`src/rtl/samp_strobe_pkg.sv`:
```
package samp_strobe_pkg;
  typedef enum logic [1:0] {
    SRC_DIV  = 2'd0,
    SRC_PROT = 2'd1,
    SRC_BIT  = 2'd2,
    SRC_REF  = 2'd3
  } samp_src_e;
endpackage

```
`src/rtl/strobe_div.sv`:
```
module strobe_div #(
  parameter int W = 4
) (
  input  logic         clk,
  input  logic         rst_n,
  input  logic         run,
  input  logic         clr,
  input  logic         tick,
  input  logic [W-1:0] ratio,
  output logic         stb
);
  logic [W-1:0] cnt;
  logic [W-1:0] ratio_q;
  logic         restart;
  logic         wrap;

  assign restart = !run || clr || (ratio != ratio_q);
  assign wrap    = (cnt == ratio);
  assign stb     = !restart && tick && wrap;

  always_ff @(posedge clk or negedge rst_n) begin
    if (!rst_n) begin
      cnt     <= '0;
      ratio_q <= '0;
    end else begin
      ratio_q <= ratio;
      if (restart)   cnt <= '0;
      else if (tick) cnt <= wrap ? '0 : cnt + 1'b1;
    end
  end

  // a restart leaves the counter at zero
  p_restart_zero_r8: assert property (@(posedge clk) disable iff (!rst_n)
    restart |=> (cnt == '0));
  // no strobe while the chain is disabled
  p_quiet_when_off_r9: assert property (@(posedge clk) disable iff (!rst_n)
    !run |-> !stb);
  // a strobe only ever accompanies an input tick
  p_stb_needs_tick_r2: assert property (@(posedge clk) disable iff (!rst_n)
    stb |-> tick);
endmodule

```
`src/rtl/bit_edge_sync.sv`:
```
module bit_edge_sync #(
  parameter int STAGES = 2
) (
  input  logic clk,
  input  logic rst_n,
  input  logic run,
  input  logic async_in,
  output logic rise
);
  logic [STAGES-1:0] sync_q;
  logic              last_q;

  always_ff @(posedge clk or negedge rst_n) begin
    if (!rst_n) begin
      sync_q <= '0;
      last_q <= 1'b0;
    end else begin
      sync_q <= {sync_q[STAGES-2:0], async_in};
      last_q <= sync_q[STAGES-1];
    end
  end

  assign rise = run && sync_q[STAGES-1] && !last_q;

  // one pulse per edge, never two cycles in a row
  p_single_pulse_r4: assert property (@(posedge clk) disable iff (!rst_n)
    rise |=> !rise);
endmodule

```
`src/rtl/meas_counter.sv`:
```
module meas_counter #(
  parameter int W = 10
) (
  input  logic         clk,
  input  logic         rst_n,
  input  logic         run,
  input  logic         count_on,
  input  logic         tick,
  output logic [W-1:0] value
);
  always_ff @(posedge clk or negedge rst_n) begin
    if (!rst_n)                 value <= '0;
    else if (!run)              value <= '0;
    else if (count_on && tick)  value <= value + 1'b1;
  end

  // counter holds while measurement is off
  p_hold_when_off_r7: assert property (@(posedge clk) disable iff (!rst_n)
    (run && !count_on) |=> (value == $past(value)));
  // disable clears the counter
  p_clear_when_off_r9: assert property (@(posedge clk) disable iff (!rst_n)
    !run |=> (value == '0));
endmodule

```
`src/rtl/samp_strobe_chain.sv`:
```
module samp_strobe_chain
  import samp_strobe_pkg::*;
#(
  parameter int DIV_W  = 10,
  parameter int PRE_W  = 2,
  parameter int DEN_W  = 5,
  parameter int MEAS_W = 10,
  parameter int SYNC_STAGES = 2
) (
  input  logic              clk,
  input  logic              rst_n,
  input  logic              run,
  input  logic              half_rate,
  input  logic [DIV_W-1:0]  div_ratio,
  input  logic [1:0]        samp_sel,
  input  logic [PRE_W-1:0]  pre_ratio,
  input  logic [DEN_W-1:0]  den_ratio,
  input  logic              meas_on,
  input  logic              meas_src,
  input  logic              bit_clk,
  output logic              prot_stb,
  output logic              div_stb,
  output logic              samp_stb,
  output logic              pre_stb,
  output logic              den_stb,
  output logic [MEAS_W-1:0] meas_count
);
  logic       half_ph;
  logic       bit_rise;
  logic [1:0] sel_q;
  logic       sel_chg;

  always_ff @(posedge clk or negedge rst_n) begin
    if (!rst_n) begin
      half_ph <= 1'b0;
      sel_q   <= 2'd0;
    end else begin
      half_ph <= run ? !half_ph : 1'b0;
      sel_q   <= samp_sel;
    end
  end

  assign prot_stb = run && (half_rate ? half_ph : 1'b1);
  assign sel_chg  = (samp_sel != sel_q);

  strobe_div #(.W(DIV_W)) u_div (
    .clk(clk), .rst_n(rst_n), .run(run), .clr(1'b0),
    .tick(prot_stb), .ratio(div_ratio), .stb(div_stb));

  bit_edge_sync #(.STAGES(SYNC_STAGES)) u_bit (
    .clk(clk), .rst_n(rst_n), .run(run), .async_in(bit_clk), .rise(bit_rise));

  always_comb begin
    unique case (samp_src_e'(samp_sel))
      SRC_DIV:  samp_stb = div_stb;
      SRC_PROT: samp_stb = prot_stb;
      SRC_BIT:  samp_stb = bit_rise;
      SRC_REF:  samp_stb = run;
      default:  samp_stb = 1'b0;
    endcase
  end

  strobe_div #(.W(PRE_W)) u_pre (
    .clk(clk), .rst_n(rst_n), .run(run), .clr(sel_chg),
    .tick(samp_stb), .ratio(pre_ratio), .stb(pre_stb));

  strobe_div #(.W(DEN_W)) u_den (
    .clk(clk), .rst_n(rst_n), .run(run), .clr(sel_chg),
    .tick(pre_stb), .ratio(den_ratio), .stb(den_stb));

  meas_counter #(.W(MEAS_W)) u_meas (
    .clk(clk), .rst_n(rst_n), .run(run), .count_on(meas_on),
    .tick(meas_src ? div_stb : prot_stb), .value(meas_count));

  // at half rate, protocol pulses never come back to back
  p_half_gap_r1: assert property (@(posedge clk) disable iff (!rst_n)
    (half_rate && prot_stb) |=> (!prot_stb || !half_rate));
  // divided strobe is a subset of protocol strobes
  p_div_subset_r2: assert property (@(posedge clk) disable iff (!rst_n)
    div_stb |-> prot_stb);
  // final strobe is a subset of pre-divider strobes
  p_den_subset_r6: assert property (@(posedge clk) disable iff (!rst_n)
    den_stb |-> pre_stb);
  // pre-divider strobe is a subset of sample strobes
  p_pre_subset_r5: assert property (@(posedge clk) disable iff (!rst_n)
    pre_stb |-> samp_stb);
  // no sample-stage pulse in the cycle a source change is seen
  p_sel_change_quiet_r8: assert property (@(posedge clk) disable iff (!rst_n)
    sel_chg |-> !pre_stb);
endmodule

```
`config.mk`:
```
export PLATFORM = sky130hd
export DESIGN_NAME = samp_strobe_chain
export DESIGN_NICKNAME = d
export VERILOG_FILES = /design/src/rtl/samp_strobe_pkg.sv /design/src/rtl/strobe_div.sv /design/src/rtl/bit_edge_sync.sv /design/src/rtl/meas_counter.sv /design/src/rtl/samp_strobe_chain.sv
export SDC_FILE = /design/constraint.sdc
export NUM_CORES = 1
export LEC_CHECK = 0
export CAP_MARGIN = 20
export CORE_UTILIZATION = 24
export CTS_BUF_LIST = sky130_fd_sc_hd__clkbuf_16
export DETAILED_ROUTE_END_ITERATION = 10
export DONT_BUFFER_PORTS = 1
export GPL_TIMING_DRIVEN = 1
export SYNTH_ARGS = -nofsm -noshare
export SYNTH_HDL_FRONTEND = slang
export SYNTH_HIERARCHICAL = 1
export SYNTH_SLANG_ARGS = --single-unit
```
`constraint.sdc`:
```
create_clock -name clk -period 8.9 [get_ports clk]
set_clock_uncertainty 0.1 [all_clocks]
set_input_delay 1.78 -clock clk [delete_from_list [all_inputs] [get_ports clk]]
set_output_delay 1.78 -clock clk [all_outputs]
set_load 0.01 [all_outputs]
```
==> flow_metrics.env, run 1 <==
export IMPL_p_switching_mw=0.09773
export IMPL_maxSlewHeadroom_pct=48.44
export IMPL_dpl_hpwl_um=3720
export IMPL_tns_ns=0
export IMPL_startpoint_type="primary input"
export IMPL_synth_edff_count=0
export IMPL_p_per_area_nw_per_um2=172.5
export IMPL_power_frac_comb_pct=4.4
export IMPL_ioPinCount=41
export IMPL_critPathArrivalTime_ns=5.44
export IMPL_ys_ff_latch=50
export IMPL_gr_usage_all_layers_pct=10.19
export IMPL_cts_buffers=5
export IMPL_clockRootBuffer="clkbuf_16"
export IMPL_clk_latency_ns=0.30
export IMPL_syn_cell_area_um2=2419
export IMPL_drv_slew=0
export IMPL_core_area_um2=9774
export IMPL_fin_nets=259
export IMPL_first_pass_iters=4
export IMPL_period_share_pct=82.21
export IMPL_final_setup_worst_slack_ns=1.583
export IMPL_grt_pass1_wl_um=7879
export IMPL_worstMarginPinSlew_ns=0.7698
export IMPL_dieArea_um2=10480
export IMPL_cap_violations=0
export IMPL_cts_resized=0
export IMPL_grt_max_degree=51
export IMPL_worstPathRequired_ns=7.02
export IMPL_clockPowerShare_pct=45.7
export IMPL_cts_tree="done"
export IMPL_synth_seq_area_share_pct=51.73
export IMPL_ys_top_cells_by_count="dfrtp_1, xnor2_1, xor2_1"
export IMPL_via_per_inst=4.541
export IMPL_setup_viol=0
export IMPL_ys_types=33
export IMPL_synth_top_cell_by_area="dfrtp_1"
export IMPL_die_x_um=102.4
export IMPL_ir_drop_uv=64.06
export IMPL_synthArstFlopShare_pct=100.0
export IMPL_clk_pin_slew_ns=0.06
export IMPL_syn_avg_cell_area_um2=10.70
export IMPL_synthTopCellsByArea="dfrtp_1, xnor2_1, xor2_1"
export IMPL_seqPwrFrac_pct=49.9
export IMPL_grt_overflow=0
export IMPL_io_buffer_count=0
export IMPL_gp_congestion=0.8574
export IMPL_die_h_um=102.4
export IMPL_drc=0
export IMPL_wire_per_inst_um=13.93
export IMPL_row_count=36
export IMPL_holdPathEnd="u_bit/sync_q[1]$_DFF_PN0_"
export IMPL_antenna_left=0
export IMPL_hold_depth=0
export IMPL_min_delay_start="u_bit/sync_q[0]$_DFF_PN0_"
export IMPL_ys_warn_count=6
export IMPL_yosysMostFrequentCell="dfrtp_1"
export IMPL_r2r_slack_ns=4.68
export IMPL_drive_gt1_share_pct=4.348
export IMPL_hp_class="reg2reg"
export IMPL_ctsHoldBuffers=0
export IMPL_synth_top_flop_cell="dfrtp_1"
export IMPL_max_freq_ghz=0.1367
export IMPL_cts_buffer_depth=2
export IMPL_grt_pass1_vias=1574
export IMPL_status="complete, no violations"
export IMPL_vias=1653
export IMPL_p_int_mw=0.3747
export IMPL_min_period_ns=7.317
export IMPL_antenna_found_initial=1
export IMPL_total_leakage_power_nw=1.021
export IMPL_wirelength_um=5070
export IMPL_reg2reg_depth=13
export IMPL_reg2reg_from="half_ph$_DFF_PN0_"
export IMPL_floorplan_initialDensity_pct=24.74
export IMPL_cts_setup_buffers=0
export IMPL_syn_num_nets=255
export IMPL_syn_inst=226
export IMPL_synth_top_area_share_pct=51.73
export IMPL_switching_share_pct=20.69
export IMPL_area_growth_pct=13.24
export IMPL_hold_violations=0
export IMPL_drt_iter0_markers=78
export IMPL_critical_path_class="in2out"
export IMPL_htree_levels=2
export IMPL_pre_cts_slack_ns=1.558
export IMPL_rsz0062_at_grt="no"
export IMPL_end_kind="primary output"
export IMPL_crit_fanout=10
export IMPL_cts_sinks=50
export IMPL_reg2reg_to="u_den/cnt[4]$_DFFE_PN0P_"
metrics by stage:
| stage | hold WS [ns] | cells | power (mW) | util, % | area, µm² |
|---|---|---|---|---|---|
| after floorplan | 0.2312 | 226 | 0.2574 | - | 2419 |
| after CTS | 0.2526 | 363 | 0.4814 | 28.00 | 2736 |
| after global routing | 0.2570 | 363 | 0.4894 | 28.00 | 2736 |
| after global placement | 0.2429 | 356 | 0.2604 | 26.32 | 2572 |
| after detailed placement | 0.2434 | 356 | 0.2609 | 26.32 | 2572 |
| final | 0.2520 | 364 | 0.4724 | 28.02 | 2739 |
kinds of logic (layout without fill, tap and decap cells):
group,count (synthesis),in the layout,synth area share [%]
adder cells (fa/ha/maj),3,3,1.552
other,1,2,0.1551
AO/OA/AOI/OAI,22,22,5.483
flip-flops,50,50,51.73
AND/OR/NAND/NOR,85,85,19.61
multiplexers,3,3,1.242
XOR/XNOR,51,51,18.47
buffers and inverters,11,15,1.759
worst max path at each step:
stage	cells after the start	to	start	slack (ns)
finish	13	den_stb	half_rate	1.58
global route	13	den_stb	half_rate	1.15
CTS	13	den_stb	half_rate	1.54
detailed placement	13	den_stb	half_rate	1.56
global placement	13	den_stb	half_rate	1.65
floorplan	15	den_stb	half_rate	2.29
state kept, by name, summed over array words and instances (netlist names):
register / count
u_div/cnt: 10
u_div/ratio_q: 10
u_meas/value: 10
u_den/cnt: 5
u_den/ratio_q: 5
sel_q: 2
u_bit/sync_q: 2
u_pre/cnt: 2
u_pre/ratio_q: 2
half_ph: 1
u_bit/last_q: 1
power by group through the flow:
stage	logic (mW)	registers, mW	clock network, mW
2_1_floorplan	0.0179	0.240	0
3_3_place_gp	0.0205	0.240	0
3_5_place_dp	0.0208	0.240	0
4_1_cts	0.0210	0.236	0.225
5_1_grt	0.0229	0.236	0.230
6_report	0.0209	0.236	0.216
worst max-delay path, cell delays in order:
cell and delay, ns:
inv_1 0.03, o21ai_0 0.15, inv_1 0.30, inv_1 0.14, nor4_4 0.54, nor2b_1 0.44, nor2b_1 0.18, a211oi_1 0.05
a31oi_1 0.58, nand3_1 0.14, nor2_1 0.56, nand3_1 0.19, nor3_1 0.34
cell usage in the layout, fill, tap and decap left out, types with 2 or more instances in the layout:
cell type  count
a211oi_1       2
clkbuf_16      5
inv_1          7
nor2_1         7
dfrtp_1       50
nor2b_1        4
mux2i_1        3
nor3_1        19
ha_1           3
or4_1          3
nand4b_1       2
o21ai_0        5
or3_1          3
xor2_1        21
nand2b_1       2
nand2_1       17
o31ai_1        3
xnor2_1       30
a21oi_1        9
nor4_1         5
nand3_1       10
nand4_1        8
metal layers:
metal	vias to the layer above	GRT usage, %	routed length, µm
li1	795	-	-
met1	810	11.71	2103
met2	40	16.42	2518
met3	8	4.104	340
met4	0	5.055	108
met5	-	0	0
layout make-up:
cell class,instances,area (µm²)
inverters,8,30.03
clock buffers,5,125.1
fillers,1031,7036
diodes,1,2.502
flip-flops and latches,50,1251
well taps,133,166.4
clock inverters,2,38.79
multi-input cells,165,1125
Power figures use the tool's default switching activity.
==> run 2, diff against run 1 <==
==> constraint.sdc (replaced) <==
create_clock -name clk -period 7.65 [get_ports clk]
set_clock_uncertainty 0.1 [all_clocks]
set_input_delay 1.53 -clock clk [delete_from_list [all_inputs] [get_ports clk]]
set_output_delay 1.53 -clock clk [all_outputs]
set_load 0.01 [all_outputs]
==> flow_metrics.env, run 2 (synthesized netlist as in run 1, its figures left out) <==
export IMPL_status="complete, no violations"
export IMPL_dp_cells=357
export IMPL_worstMarginPinSlew_ns=0.6429
export IMPL_hold_depth=0
export IMPL_p_int_mw=0.4047
export IMPL_final_common_cell="dfrtp_1"
export IMPL_gp_congestion=0.8577
export IMPL_antenna_found_initial=1
export IMPL_min_period_ns=6.481
export IMPL_ir_drop_uv=89.87
export IMPL_period_share_pct=84.72
export IMPL_path_common_cell="inv_1"
export IMPL_core_area_um2=9774
export IMPL_cts_tree="done"
export IMPL_holdPathEnd="u_bit/sync_q[1]$_DFF_PN0_"
export IMPL_drt_iter0_markers=89
export IMPL_reg2reg_from="half_ph$_DFF_PN0_"
export IMPL_grt_use_met3_pct=4.104
export IMPL_critical_path_class="in2out"
export IMPL_finalNonFillerCells=366
export IMPL_maxSlewHeadroom_pct=56.98
export IMPL_switching_share_pct=22.35
export IMPL_p_switching_mw=0.1165
export IMPL_top_usage_layer="met2"
export IMPL_dpl_hpwl_um=3685
export IMPL_critPathBufInv=4
export IMPL_fin_nets=260
export IMPL_fin_area_um2=2728
export IMPL_reg2reg_depth=14
export IMPL_grt_overflow=0
export IMPL_clockRootBuffer="clkbuf_16"
export IMPL_htree_levels=2
export IMPL_grt_util_met1_pct=11.12
export IMPL_clk_pin_slew_ns=0.06
export IMPL_grt_use_met2_pct=16.83
export IMPL_via_per_inst=4.568
export IMPL_num_fill_cells=1030
export IMPL_setup_viol=0
export IMPL_critPathArrivalTime_ns=4.85
export IMPL_area_growth_pct=12.78
export IMPL_final_cell_mix="dfrtp_1, xnor2_1, xor2_1"
export IMPL_dieArea_um2=10480
export IMPL_wirelength_um=5010
export IMPL_ctsHoldBuffers=0
export IMPL_post_dp_cell_area_um2=2580
export IMPL_antenna_left=0
export IMPL_cts_resized=0
export IMPL_hp_class="reg2reg"
export IMPL_top_regs="u_div/cnt x10, u_div/ratio_q x10, u_meas/value x10"
export IMPL_total_leakage_power_nw=1.014
export IMPL_power_frac_comb_pct=4.7
export IMPL_vias=1672
export IMPL_wire_per_inst_um=13.69
export IMPL_cts_sinks=50
export IMPL_crit_family="simple AND/OR/NAND/NOR gates"
export IMPL_crit_fanout=10
export IMPL_tns_ns=0
export IMPL_io_buffer_count=0
export IMPL_cap_violations=0
export IMPL_drive_gt1_share_pct=4.741
export IMPL_clk_latency_ns=0.29
export IMPL_first_pass_iters=4
export IMPL_drv_slew=0
export IMPL_p_per_area_nw_per_um2=191.1
export IMPL_die_h_um=102.4
export IMPL_r2r_slack_ns=3.77
export IMPL_ioPinCount=41
export IMPL_crit_slowest_cell="nor4_4"
export IMPL_reg2reg_to="u_den/cnt[3]$_DFFE_PN0P_"
export IMPL_floorplan_initialDensity_pct=24.74
export IMPL_row_count=36
export IMPL_cts_buffer_depth=2
export IMPL_cts_setup_buffers=0
export IMPL_grt_pass1_vias=1591
export IMPL_hold_violations=0
export IMPL_die_x_um=102.4
export IMPL_crit_chain="inv_1 -> o21ai_0 -> inv_1 -> inv_1 -> nor4_4 -> nor2b_1 -> nor2b_1 -> a211oi_1 -> a31oi_1 -> buf_4 -> nand3_1 -> nor2_1 -> nand3_1 -> nor3_1"
export IMPL_cts_buffers=5
export IMPL_worstPathRequired_ns=6.02
export IMPL_startpoint_type="primary input"
export IMPL_rsz0062_at_grt="no"
export IMPL_min_delay_start="u_bit/sync_q[0]$_DFF_PN0_"
export IMPL_drc=0
export IMPL_gr_usage_all_layers_pct=10.01
export IMPL_end_kind="primary output"
export IMPL_grt_max_degree=51
export IMPL_critPathMaxStageDelay_ns=0.55
export IMPL_seqPwrFrac_pct=52.6
export IMPL_max_freq_ghz=0.1543
export IMPL_grt_pass1_wl_um=7797
export IMPL_clockPowerShare_pct=42.7
## run 2: changes by cell type in the layout (fill, tap and decap cells not counted), sizes merged
| cell | change |
|---|---|
| clkinvlp | +1 |
| inv | +1 |
| bufinv | -1 |
| buf | +1 |
## run 2: cell type report
type                    instances  area [µm²]  area share (%)
flip-flops and latches         50        1251           45.87
multi-input cells             165        1125           41.24
well taps                     133       166.4           6.101
clock buffers                   5       125.1           4.587
inverters                       8       30.03           1.101
clock inverters                 3       20.02          0.7339
repair buffers                  1       7.507          0.2752
diodes                          1       2.502         0.09174
## run 2: metal layers
layer  up-vias  wire length [µm]  share of wire (%)
met5         -                 0                  0
met4         0               114                2.3
met3        10               317                6.3
met2        33              2464                 49
met1       825              2113                 42
li1        804                 -                  -
## run 2: how the worst max path moves through the flow
stage / start / end / slack (ns) / depth (start not counted)
after floorplan: half_rate / den_stb / 1.54 / 15
after global placement: half_rate / den_stb / 1.26 / 14
after detailed placement: half_rate / den_stb / 1.15 / 14
after CTS: half_rate / den_stb / 1.15 / 14
after global routing: half_rate / den_stb / 0.84 / 14
final: half_rate / den_stb / 1.17 / 14
## run 2: power groups by stage
stage / registers [mW] / clock network (mW) / logic, mW
2_1_floorplan: 0.279 / 0 / 0.0208
3_3_place_gp: 0.279 / 0 / 0.0245
3_5_place_dp: 0.279 / 0 / 0.0247
4_1_cts: 0.274 / 0.231 / 0.0249
5_1_grt: 0.275 / 0.241 / 0.0272
6_report: 0.274 / 0.222 / 0.0247
## run 2: per-stage QoR
step | power [mW] | setup WS [ns] | hold WS (ns) | utilization [%]
3_3_place_gp | 0.3036 | 1.265 | 0.2405 | 26.40
2_1_floorplan | 0.2995 | 1.544 | 0.2312 | -
4_1_cts | 0.5295 | 1.152 | 0.2559 | 27.88
6_report | 0.5212 | 1.169 | 0.2544 | 27.91
5_1_grt | 0.5431 | 0.8439 | 0.2592 | 27.88
3_5_place_dp | 0.3040 | 1.152 | 0.2411 | 26.40
